[src/rtl/addr_compress_cam.sv]
module addr_compress_cam #(
  parameter int ENTRIES = 32,
  parameter int ADDR_W  = 7,
  parameter int EP_W    = 4,
  parameter int SLOTS   = 4,
  parameter int WORD_W  = 10
) (
  input  logic                                   clk,
  input  logic                                   rst_n,
  input  logic                                   side_we,
  input  logic [((SLOTS>1)?$clog2(SLOTS):1)-1:0] side_slot,
  input  logic [ADDR_W-1:0]                      side_addr,
  input  logic                                   wr_en,
  input  logic [$clog2(ENTRIES)-1:0]             wr_idx,
  input  logic [ADDR_W+EP_W+1:0]                 wr_key,
  output logic                                   wr_err,
  input  logic                                   srch_en,
  input  logic [ADDR_W+EP_W+1:0]                 srch_key,
  output logic                                   srch_hit,
  output logic [$clog2(ENTRIES)-1:0]             srch_idx
);
  localparam int SLOT_W = (SLOTS > 1) ? $clog2(SLOTS) : 1;
  localparam int EIDX_W = $clog2(ENTRIES);
  localparam int KEY_W  = ADDR_W + EP_W + 2;
  localparam int TAIL_W = EP_W + 2;
  localparam int PACK_W = SLOT_W + TAIL_W;

  logic [ADDR_W-1:0] side_val [SLOTS];
  logic [SLOTS-1:0]  side_vld;
  logic [WORD_W-1:0] mem [ENTRIES];
  logic [ENTRIES-1:0] mem_vld;

  logic [SLOTS-1:0]   w_slot_hv, s_slot_hv;
  logic [ENTRIES-1:0] ent_hv;
  logic [SLOT_W-1:0]  w_slot, s_slot;
  logic               w_found, s_found;
  logic               ent_any;
  logic [EIDX_W-1:0]  ent_first;
  logic [WORD_W-1:0]  w_word, s_word;

  for (genvar g = 0; g < SLOTS; g++) begin : g_slot
    assign w_slot_hv[g] = side_vld[g] && (side_val[g] == wr_key[KEY_W-1 -: ADDR_W]);
    assign s_slot_hv[g] = side_vld[g] && (side_val[g] == srch_key[KEY_W-1 -: ADDR_W]);
  end

  always_comb begin
    w_found = |w_slot_hv;
    s_found = |s_slot_hv;
    w_slot  = '0;
    s_slot  = '0;
    for (int i = SLOTS - 1; i >= 0; i--) begin
      if (w_slot_hv[i]) w_slot = SLOT_W'(i);
      if (s_slot_hv[i]) s_slot = SLOT_W'(i);
    end
  end

  assign w_word = WORD_W'({w_slot, wr_key[TAIL_W-1:0]});
  assign s_word = WORD_W'({s_slot, srch_key[TAIL_W-1:0]});

  for (genvar e = 0; e < ENTRIES; e++) begin : g_ent
    assign ent_hv[e] = mem_vld[e] && s_found && (mem[e] == s_word);
  end

  always_comb begin
    ent_any   = |ent_hv;
    ent_first = '0;
    for (int i = ENTRIES - 1; i >= 0; i--)
      if (ent_hv[i]) ent_first = EIDX_W'(i);
  end

  always_ff @(posedge clk) begin
    if (side_we) side_val[side_slot] <= side_addr;
    if (wr_en && w_found) mem[wr_idx] <= w_word;
  end

  always_ff @(posedge clk or negedge rst_n) begin
    if (!rst_n) begin
      side_vld <= '0;
      mem_vld  <= '0;
      wr_err   <= 1'b0;
      srch_hit <= 1'b0;
      srch_idx <= '0;
    end else begin
      if (side_we) side_vld[side_slot] <= 1'b1;
      if (wr_en && w_found) mem_vld[wr_idx] <= 1'b1;
      wr_err   <= wr_en && !w_found;
      srch_hit <= srch_en && ent_any;
      srch_idx <= (srch_en && ent_any) ? ent_first : '0;
    end
  end

  p_miss_idx_zero_r4: assert property (@(posedge clk) disable iff (!rst_n)
    !srch_hit |-> srch_idx == '0);
  p_quiet_without_strobe_r9: assert property (@(posedge clk) disable iff (!rst_n)
    !$past(srch_en) |-> !srch_hit);
  p_err_needs_write_r6: assert property (@(posedge clk) disable iff (!rst_n)
    wr_err |-> $past(wr_en));
  p_hit_needs_slot_r5: assert property (@(posedge clk) disable iff (!rst_n)
    srch_hit |-> $past(|side_vld));
  p_slot_valid_sticky_r8: assert property (@(posedge clk) disable iff (!rst_n)
    ($past(side_vld) & ~side_vld) == '0);
  p_pack_fits_r2: assert property (@(posedge clk) disable iff (!rst_n)
    PACK_W <= WORD_W);
endmodule

[config.mk]
export PLATFORM = sky130hd
export DESIGN_NAME = addr_compress_cam
export DESIGN_NICKNAME = d
export VERILOG_FILES = /design/src/rtl/addr_compress_cam.sv
export SDC_FILE = /design/constraint.sdc
export NUM_CORES = 1
export LEC_CHECK = 0
export BUFFER_PORTS_ARGS = -buffer_cell sky130_fd_sc_hd__buf_2
export CAP_MARGIN = 20
export CORE_MARGIN = 5
export CORE_UTILIZATION = 60
export DETAILED_ROUTE_END_ITERATION = 12
export PLACE_DENSITY = 0.81
export RECOVER_POWER = 50
export SYNTH_ARGS = -nofsm -noshare
export SYNTH_HDL_FRONTEND = slang
export SYNTH_SLANG_ARGS = --single-unit
export TNS_END_PERCENT = 100
[constraint.sdc]
create_clock -name clk -period 9.53 [get_ports clk]
set_clock_uncertainty 0.1 [all_clocks]
set_input_delay 0.953 -clock clk [delete_from_list [all_inputs] [get_ports clk]]
set_output_delay 0.953 -clock clk [all_outputs]
set_load 0.01 [all_outputs]
==> metrics, run 1 <==
Seq/Total Area, Yosys=a little over three fifths; combinational family with the most area after synthesis=XOR/XNOR gates; number of global-route vias before repair=between 9000 and 10000; clock tree buffer depth=3; GRT Overall Usage=~25%; # setup viols final=0; Netlist Area Pre-Place=around 15000 um^2; dpl hpwl=around 22000 um; Area Overhead vs Synth=10.3%; largest net degree at the start of global routing=44; CTS sink count=327; DRT antenna net count=0; Routability Congestion=approximately 0.96; Async S/R FF share, synth=13.1%; Leakage=5.61 nW; Pre-antenna DRT Iters=5; fin. max-slew vios=between 200 and 300; library cells used by synthesis=~70; final antenna diode count=0; CTS Hold Bufs=0; violated checks=max-capacitance violations, max-slew violations; Syn Area/Cell=12.9 um^2; Syn Inst Count=between 1000 and 1500; cts bufs inserted=35; cts repair resizes=0; CTS tree=done; post-synthesis mux area share=less than 1%; Yosys reg bits=approximately 330; clk slew on worst S/H paths=approximately 0.060 ns; FP Rows=58; Layout fillers=between 1500 and 2000; Worst-Margin Slew=3.22 ns; Tcrit/Tclk final=a little under half; Top FF cell, synth=edfxtp_1; nets@finish=approximately 1300; Min-Delay Path Class=reg -> reg; Largest stage delay, worst path=about 0.76 ns; delay-heaviest family, CP=compound AO/OA/AOI/OAI gates; Pwr per Cell Area=approximately 180 nW/um^2; Worst setup EP type=flop; max_cap viols=8; critical path class=in -> reg; crit path cell chain=buf_2, xnor2_1, nand4_1, nor2_1, o2111ai_1, a21boi_1, o22ai_1, a22o_1, a32oi_1, nor3_1, o311ai_0, a221oi_1, o311a_1; DRC=0; share of cells above drive strength 1=roughly an eighth; CTS root buf=clkbuf_16; initial antenna violation count=1; complex-gate fraction of the synthesized area=under 10%; Fin. Hold Viols=0; post-route setup TNS=0 ns; Avg Vias per Cell=about 6.2; htree depth=2; grt total ovfl=0; required time worst endpoint=9.81 ns; post-synthesis simple-gate area fraction=between 10% and 20%; Slew HR=-114%; IO Pins=52; Routed WL=about 35000 um; most common cell after layout, fill and taps aside=edfxtp_1; Fmax achieved=0.229 GHz; post-route minimum period=~4.4 ns; initial DRC count=~940; crit path DAT=between 4 and 5 ns; first-pass GRT wire length=55400 um; Slowest-stage cell, CP=nor2_1; Post-CTS Setup Inserts=0; number of synthesized flops with an enable pin=284; Avg WL per Cell=22.2 um; Worst Setup Start Kind=input port; most frequent cells in the layout=edfxtp_1 (284), xnor2_1 (192), xor2_1 (73); outcome=finished with violations; Final Non-Filler Cells=1599; Die ar.=between 20000 and 30000 um^2; RSZ-0062 raised after global routing=no; Post-Place Cells=around 1500; Synth Area in Adders=0%; Max VDD drop=roughly 170 uV; Port Buffers=51; Initial Util=a little over 60%; yosys warns=0; worst path buffer plus inverter count=1; die height=between 150 and 200 um; CP Max Fanout=13; core area=roughly 25000 um^2; Post-Synth XOR/XNOR Area=15.1%; via count=9895; Synthesized Nets=approximately 1200; Die W=approximately 170 um; worst skew pair latency=roughly 0.5 ns
## kinds of logic after synthesis
kind of cell | Yosys count
muxes | 5
xor gates and xnor gates | 265
DFF | 327
and+or+nand+nor | 344
AOI/OAI and AO/OA | 168
buffers and inverters | 86
## through the flow
step | hold slack [ns] | total power [mW] | util (%) | setup WS, ns | area [um^2]
after global routing | 0.379 | 3.10 | 67.3 | 4.81 | 17000
final | 0.368 | 3.01 | 67.3 | 5.17 | 17000
after detailed placement | 0.353 | 1.78 | 63.2 | 4.56 | 15900
after global placement | 0.351 | 1.77 | 63.2 | 4.63 | 15900
after floorplan | 0.339 | 1.71 | - | 5.65 | 15400
after CTS | 0.367 | 3.03 | 67.5 | 5.04 | 17000
## layer usage
layer	part of all wire, %	up-vias	routed length [um]	GRT usage, %
li1	-	4480	-	-
met1	41	4899	14700	34.2
met2	49	436	17300	42.1
met3	6.9	80	2450	3.44
met4	2.9	0	1050	7.29
met5	0	-	0	0
## final cells by class
class,instances,area [um^2],area share (%)
repair buffers,66,328,1.93
inverters,32,120,0.708
clock buffers,46,947,5.59
well taps,330,413,2.44
clock inverters,16,116,0.686
multi-input cells,782,5430,32.0
flip-flops and latches,327,9600,56.6
## flip-flops by register name, indices dropped and copies added (netlist names)
signal / cells
srch_idx: 5
side_val: 28
mem_vld: 32
side_vld: 4
wr_err: 1
srch_hit: 1
mem: 256
## power breakdown
part	total, mW	internal (mW)	switching, mW	leakage [nW]
clock network	1.26	0.731	0.529	0.529
logic	0.171	0.0607	0.110	2.05
registers	1.58	1.57	0.00960	3.03
## cells in the mapped netlist (3+ instances only)
cell	number	area share, %
nand4_1	53	2.2
a32oi_1	8	0.46
nand3_1	28	0.91
edfxtp_1	284	55
nor3_1	23	0.75
xnor2_1	192	11
nor2b_1	6	0.24
nor2_1	70	1.7
o211ai_1	5	0.24
nand2_1	57	1.4
nor3b_1	4	0.20
nand3b_1	4	0.20
mux2i_1	3	0.20
a221oi_1	6	0.34
a21oi_1	38	1.2
and2_1	5	0.20
inv_1	32	0.78
o22ai_1	10	0.41
xor2_1	73	4.2
and3_1	3	0.12
a31oi_1	7	0.28
nand2b_1	7	0.28
a21o_1	11	0.54
or2_2	40	1.6
buf_2	29	0.94
a211o_1	3	0.17
or4_1	14	0.68
or3_1	3	0.12
a211oi_1	10	0.49
dfrtp_1	43	7.0
o2111ai_1	16	0.91
o21ai_0	26	0.85
clkbuf_1	23	0.56
o31ai_1	4	0.20
nor4_1	12	0.49
## worst paths after layout
path | startpoint | end | slack (ns) | depth (start not counted)
min in group asynchronous | rst_n | mem_vld[11] | 1.52 | 2
min | mem_vld[6] | mem_vld[6] | 0.37 | 1
min reg2reg | mem_vld[6] | mem_vld[6] | 0.37 | 1
max in group asynchronous | rst_n | mem_vld[26] | 5.99 | 2
max | srch_key[11] | srch_idx[0] | 5.17 | 13
max reg2reg | side_val[2][2] | srch_idx[0] | 5.32 | 12
No activity file was read; power rests on OpenSTA's default activity.
==> inputs of run 2 (changes only) <==
- clock period: 9.53 -> 4.3 ns (I/O delays scaled with it)
==> run 2 against run 1 <==
- the run still ends with max-capacitance violations, max-slew violations left
- register-to-register slack worse by 4.9 ns
- worst setup slack got worse by 4.8 ns
- sequential share of layout area is 1.3 points lower
- first-iteration DRC count down 10%
- sequential cell count unchanged
- combinational power is 140% higher
- total power is 130% higher
- wire length rose by 4.9%
- die area stayed put
==> metrics, run 2 (synthesis gave the netlist of run 1 again) <==
outcome=finished with violations; violated checks=max-capacitance violations, max-slew violations; post-route setup TNS=0 ns (unchanged); Worst Setup Start Kind=flop; Pwr per Cell Area=391 nW/um^2 (+120%); RSZ-0062 raised after global routing=no; most frequent cells in the layout=edfxtp_1 (284), xnor2_1 (192), xor2_1 (73); final instance area=17300 um^2 (+2.3%); Fin. Hold Viols=0 (unchanged); clk slew on worst S/H paths=0.06 ns (about the same); DRC=0 (unchanged); crit path DAT=4.14 ns (-0.50 ns); Initial Util=61.0% (unchanged); nets@finish=1325 (+2.8%); dpl ws=0.283 ns (-4.27 ns); via count=10000 (+1.5%); Leakage=5.82 nW (+3.8%); initial DRC count=840 (-10%); Worst setup EP type=flop; Slew HR=-104% (+10 points); Port Buffers=51 (unchanged); Avg Vias per Cell=6.13 (-0.90%); CTS root buf=clkbuf_16; CP Max Fanout=26 (+13); Avg WL per Cell=22.7 um (+2.5%); most common cell after layout, fill and taps aside=edfxtp_1; CTS Hold Bufs=1 (+1); Final Non-Filler Cells=1637 (+2.4%); first-pass GRT wire length=57000 um (+2.9%); core area=25200 um^2 (unchanged); Post-Place Cells=1572 (+2.3%); GRT Overall Usage=25.9% (+0.98 points); Max VDD drop=301 uV (+75%); dpl hpwl=24700 um (+9.9%); IO Pins=52 (unchanged); largest net degree at the start of global routing=44 (unchanged); number of global-route vias before repair=10100 (+2.0%); Routability Congestion=0.987 (+2.9%); critical path class=reg -> reg; Final Util=68.9% (+1.5 points); Routed WL=37200 um (+4.9%); Min-Delay Path Class=in -> reg; cts bufs inserted=35 (unchanged); grt total ovfl=0 (unchanged); Worst-Margin Slew=3.06 ns (-0.154 ns); Pre-antenna DRT Iters=6 (+1); Tcrit/Tclk final=90.9%; fin. max-slew vios=275 (unchanged); max reg flops=256 (unchanged); Post-DP Area=16300 um^2 (+2.2%); DRT antenna net count=0 (unchanged); Top Registers=mem: 256 flops, mem_vld: 32 flops, side_val: 28 flops; Area Overhead vs Synth=12.8%; Die ar.=28900 um^2 (unchanged); post-route minimum period=3.91 ns; worst skew pair latency=0.52 ns (+0.02 ns); Fmax achieved=0.256 GHz; largest register by flop count=mem; # setup viols final=0 (unchanged); Post-CTS Setup Inserts=0 (unchanged); Die W=170 um (unchanged); cts repair resizes=0 (unchanged); htree depth=2 (unchanged); die height=170 um (unchanged); max_cap viols=8 (unchanged); clock tree buffer depth=3 (unchanged); initial antenna violation count=2 (+1); CTS sink count=327 (unchanged); FP Rows=58 (unchanged); Final WS setup=0.389 ns (-4.78 ns); CTS tree=done; required time worst endpoint=4.53 ns (-5.28 ns); share of cells above drive strength 1=13.8% (+2.0 points)
[run 2: changes by cell type in the layout (fill, tap and decap cells not counted), moves of 2 or more]
cell	change
buf_12	+6
buf_2	+2
buf_4	+29
clkbuf_1	+5
clkbuf_16	+2
clkbuf_8	-2
clkinv_2	-6
inv_6	-3
[run 2: worst paths after layout]
| check | start | end | slack [ns] | depth (start not counted) |
|---|---|---|---|---|
| max | side_val[0][1] | srch_idx[4] | 0.39 | 11 |
| min | wr_en | wr_err | 0.07 | 2 |
| max reg2reg | side_val[0][1] | srch_idx[4] | 0.39 | 11 |
| min reg2reg | mem_vld[15] | mem_vld[15] | 0.37 | 1 |
| max in group asynchronous | rst_n | mem_vld[20] | 0.90 | 3 |
| min in group asynchronous | rst_n | mem_vld[29] | 1.46 | 3 |
[run 2: metrics by stage]
stage	total power, mW	hold WS, ns
floorplan	3.79	0.0344
global placement	3.95	0.351
detailed placement	3.97	0.353
CTS	6.81	0.0300
global route	7.00	0.0976
finish	6.77	0.0745
[run 2: area by class of cell]
type	count	area, um^2
Sequential cell	327	9600
Fill cell	1741	7840
Multi-Input combinational cell	782	5430
Clock buffer	53	996
Timing Repair Buffer	102	678
Tap cell	330	413
Inverter	32	120
Clock inverter	10	101
Antenna cell	1	2.50
[run 2: critical path, stage by stage (launching register included)]
cell and delay, ns:
edfxtp_1 0.44, xnor2_1 0.27, nand4_1 0.15, or2_1 0.60, o2111ai_1 0.30, a21oi_1 0.12, and2_1 0.18, o31ai_1 0.41
nand2b_1 0.12, nor3b_1 0.41, nand2_1 0.13, nor4_1 0.48
[run 2: layer usage]
metal	wire, um	share of wire (%)	GRT usage [%]
met4	1230	3.3	8.96
met2	18400	49	43.9
met5	7	0.019	0
met3	2680	7.2	3.76
met1	14900	40	34.6
[run 2: where the power goes]
part / switching (mW) / internal [mW] / total, mW / leakage, nW
Combinational: 0.251 / 0.151 / 0.402 / 2.26
Clock: 1.15 / 1.72 / 2.87 / 0.526
Sequential: 0.0220 / 3.48 / 3.50 / 3.03
Total: 1.42 / 5.35 / 6.77 / 5.82
==> inputs of run 3 (changes only) <==
- PLACE_DENSITY: 0.81 -> 0.77
- REMOVE_ABC_BUFFERS: not set -> 1
==> run 3 against run 2 <==
- the run still ends with max-capacitance violations, max-slew violations left
- die area unchanged
- total power up 0.58%
- critical path depth up 1
- largest cell class unchanged
- combinational power about the same
- maximum frequency up 1.8%
- cell count down 0.67%
- hold slack worse by 0.0015 ns
- sequential share of layout area up 0.27 points
- first-iteration DRC count up 10%
- via count down 0.97%
==> metrics, run 3 (synthesis gave the netlist of run 1 again) <==
grt total ovfl=0 (unchanged); Port Buffers=51 (unchanged); worst path buffer plus inverter count=1 (+1); critical path class=reg -> reg; dpl ws=0.413 ns (+0.129 ns); Top Registers=mem: 256 flops, mem_vld: 32 flops, side_val: 28 flops; Slew HR=-110% (-6.3 points); Pre-antenna DRT Iters=6 (unchanged); Die ar.=28900 um^2 (unchanged); initial DRC count=926 (+10%); required time worst endpoint=4.60 ns (+0.07 ns); core area=25200 um^2 (unchanged); initial antenna violation count=0 (-2); outcome=finished with violations; Routed WL=36600 um (-1.8%); clock tree buffer depth=3 (unchanged); Fmax achieved=0.260 GHz (+1.8%); htree depth=2 (unchanged); cts repair resizes=0 (unchanged); most common cell after layout, fill and taps aside=edfxtp_1; cts bufs inserted=34 (-2.9%); # setup viols final=0 (unchanged); via count=9942 (-0.97%); largest register by flop count=mem; largest net degree at the start of global routing=44 (unchanged); Initial Util=61.0% (unchanged); dpl hpwl=24500 um (-0.84%); share of cells above drive strength 1=13.3% (-0.51 points); Max VDD drop=418 uV (+39%); crit path DAT=4.14 ns (about the same); Post-DP Area=16200 um^2 (-0.48%); final antenna diode count=0 (-1); Post-CTS Setup Inserts=0 (unchanged); die height=170 um (unchanged); delay-heaviest family, CP=compound AO/OA/AOI/OAI gates; Final Util=68.5% (-0.33 points); post-layout total power=6.81 mW (+0.58%); RSZ-0062 raised after global routing=no; Avg WL per Cell=22.5 um (-1.1%); Pwr per Cell Area=395 nW/um^2 (+1.1%); CTS sink count=327 (unchanged); Worst setup EP type=flop; Slowest-stage cell, CP=or2_1; Die W=170 um (unchanged); Avg Vias per Cell=6.11 (-0.30%); Largest stage delay, worst path=0.52 ns (-0.08 ns); clk slew on worst S/H paths=0.06 ns (about the same); violated checks=max-capacitance violations, max-slew violations; CP Max Fanout=19 (-27%); max_cap viols=8 (unchanged); reg-to-reg slack, setup=0.46 ns (+0.07 ns); Final WS setup=0.460 ns (+0.0710 ns); nets@finish=1315 (-0.75%); final instance area=17300 um^2 (-0.48%); number of global-route vias before repair=9995 (-1.0%); Layout fillers=1748 (+0.40%); Worst-Margin Slew=3.16 ns (+0.0942 ns); first-pass GRT wire length=56900 um (-0.12%); Tcrit/Tclk final=89.3% (-1.7 points); GRT Overall Usage=25.7% (-0.18 points); Worst Setup Start Kind=flop; crit path cell chain=xnor2_1, nand4_1, or2_1, buf_4, a21o_1, a21oi_1, nand2_1, a32oi_1, a31oi_1, o311ai_0, a221oi_1, o311a_1; CTS root buf=clkbuf_16; Fin. Hold Viols=0 (unchanged); IO Pins=52 (unchanged); worst skew pair latency=0.52 ns (about the same); CTS tree=done; Min-Delay Path Class=in -> reg; post-route minimum period=3.84 ns (-0.0710 ns); Leakage=5.77 nW (-0.89%); Routability Congestion=0.959 (-2.8%); Area Overhead vs Synth=12.3%; DRT antenna net count=0 (unchanged); max reg flops=256 (unchanged); most frequent cells in the layout=edfxtp_1 (284), xnor2_1 (192), xor2_1 (73); DRC=0 (unchanged); fin. max-slew vios=275 (unchanged); FP Rows=58 (unchanged)
==> run 3: changes by cell type in the layout (fill, tap and decap cells not counted), sizes merged, moves of 2 or more <==
cell,change
inv,+3
clkinv,+3
bufinv,+2
clkbuf,-8
buf,-9
==> run 3: cell type report <==
class                      count  area [um^2]  share of cell area (%)
sequential                   327         9600                    55.7
multi-input combinational    782         5430                    31.4
clock buffer                  45          892                    5.17
timing repair buffer          93          598                    3.47
tap                          330          413                    2.39
clock inverter                17          204                    1.18
inverter                      32          120                   0.696
==> run 3: final timing paths <==
path	start	to	cells past startpoint
setup / recovery	side_val[0][5]	srch_idx[0]	12
hold / removal	wr_en	wr_err	2
setup reg to reg	side_val[0][5]	srch_idx[0]	12
hold reg to reg	mem_vld[24]	mem_vld[24]	1
max in group asynchronous	rst_n	side_vld[2]	3
min in group asynchronous	rst_n	mem_vld[25]	3
==> run 3: stage by stage <==
step	setup TNS, ns	std cells	hold WS [ns]
global route	0	1626	0.0870
detailed placement	0	1563	0.352
floorplan	-1.47	1141	0.0344
CTS	0	1626	0.0234
finish	0	1626	0.0729
global placement	0	1563	0.352
==> run 3: where the power goes <==
part,leakage [nW],switching (mW),total [mW],internal (mW)
Sequential,3.03,0.0206,3.50,3.48
Combinational,2.21,0.254,0.405,0.151
Clock,0.529,1.19,2.91,1.72
Total,5.77,1.47,6.81,5.35
==> run 3: worst register-to-register path, delay by kind of cell (launching register included) <==
family / cells / cell delay (ns)
AOI/OAI and AO/OA: 7 / 1.67
xor gates and xnor gates: 1 / 0.41
buffers and inverters: 1 / 0.31
DFF: 1 / 0.42
and+or+nand+nor: 3 / 0.82
==> run 3: per-layer routing <==
metal	part of all wire, %	up-vias	wire length, um	track usage [%]
li1	-	4533	-	-
met1	41	4918	15100	36.4
met2	48	407	17400	41.2
met3	8.4	84	3090	5.13
met4	2.7	0	1000	7.33
met5	0	-	0	0
==> run 3: timing repair <==
item                                   4_1_cts  5_1_grt
endpoints found under the hold margin       24        0
setup endpoints to repair                    0        0
hold buffers                                 1        0
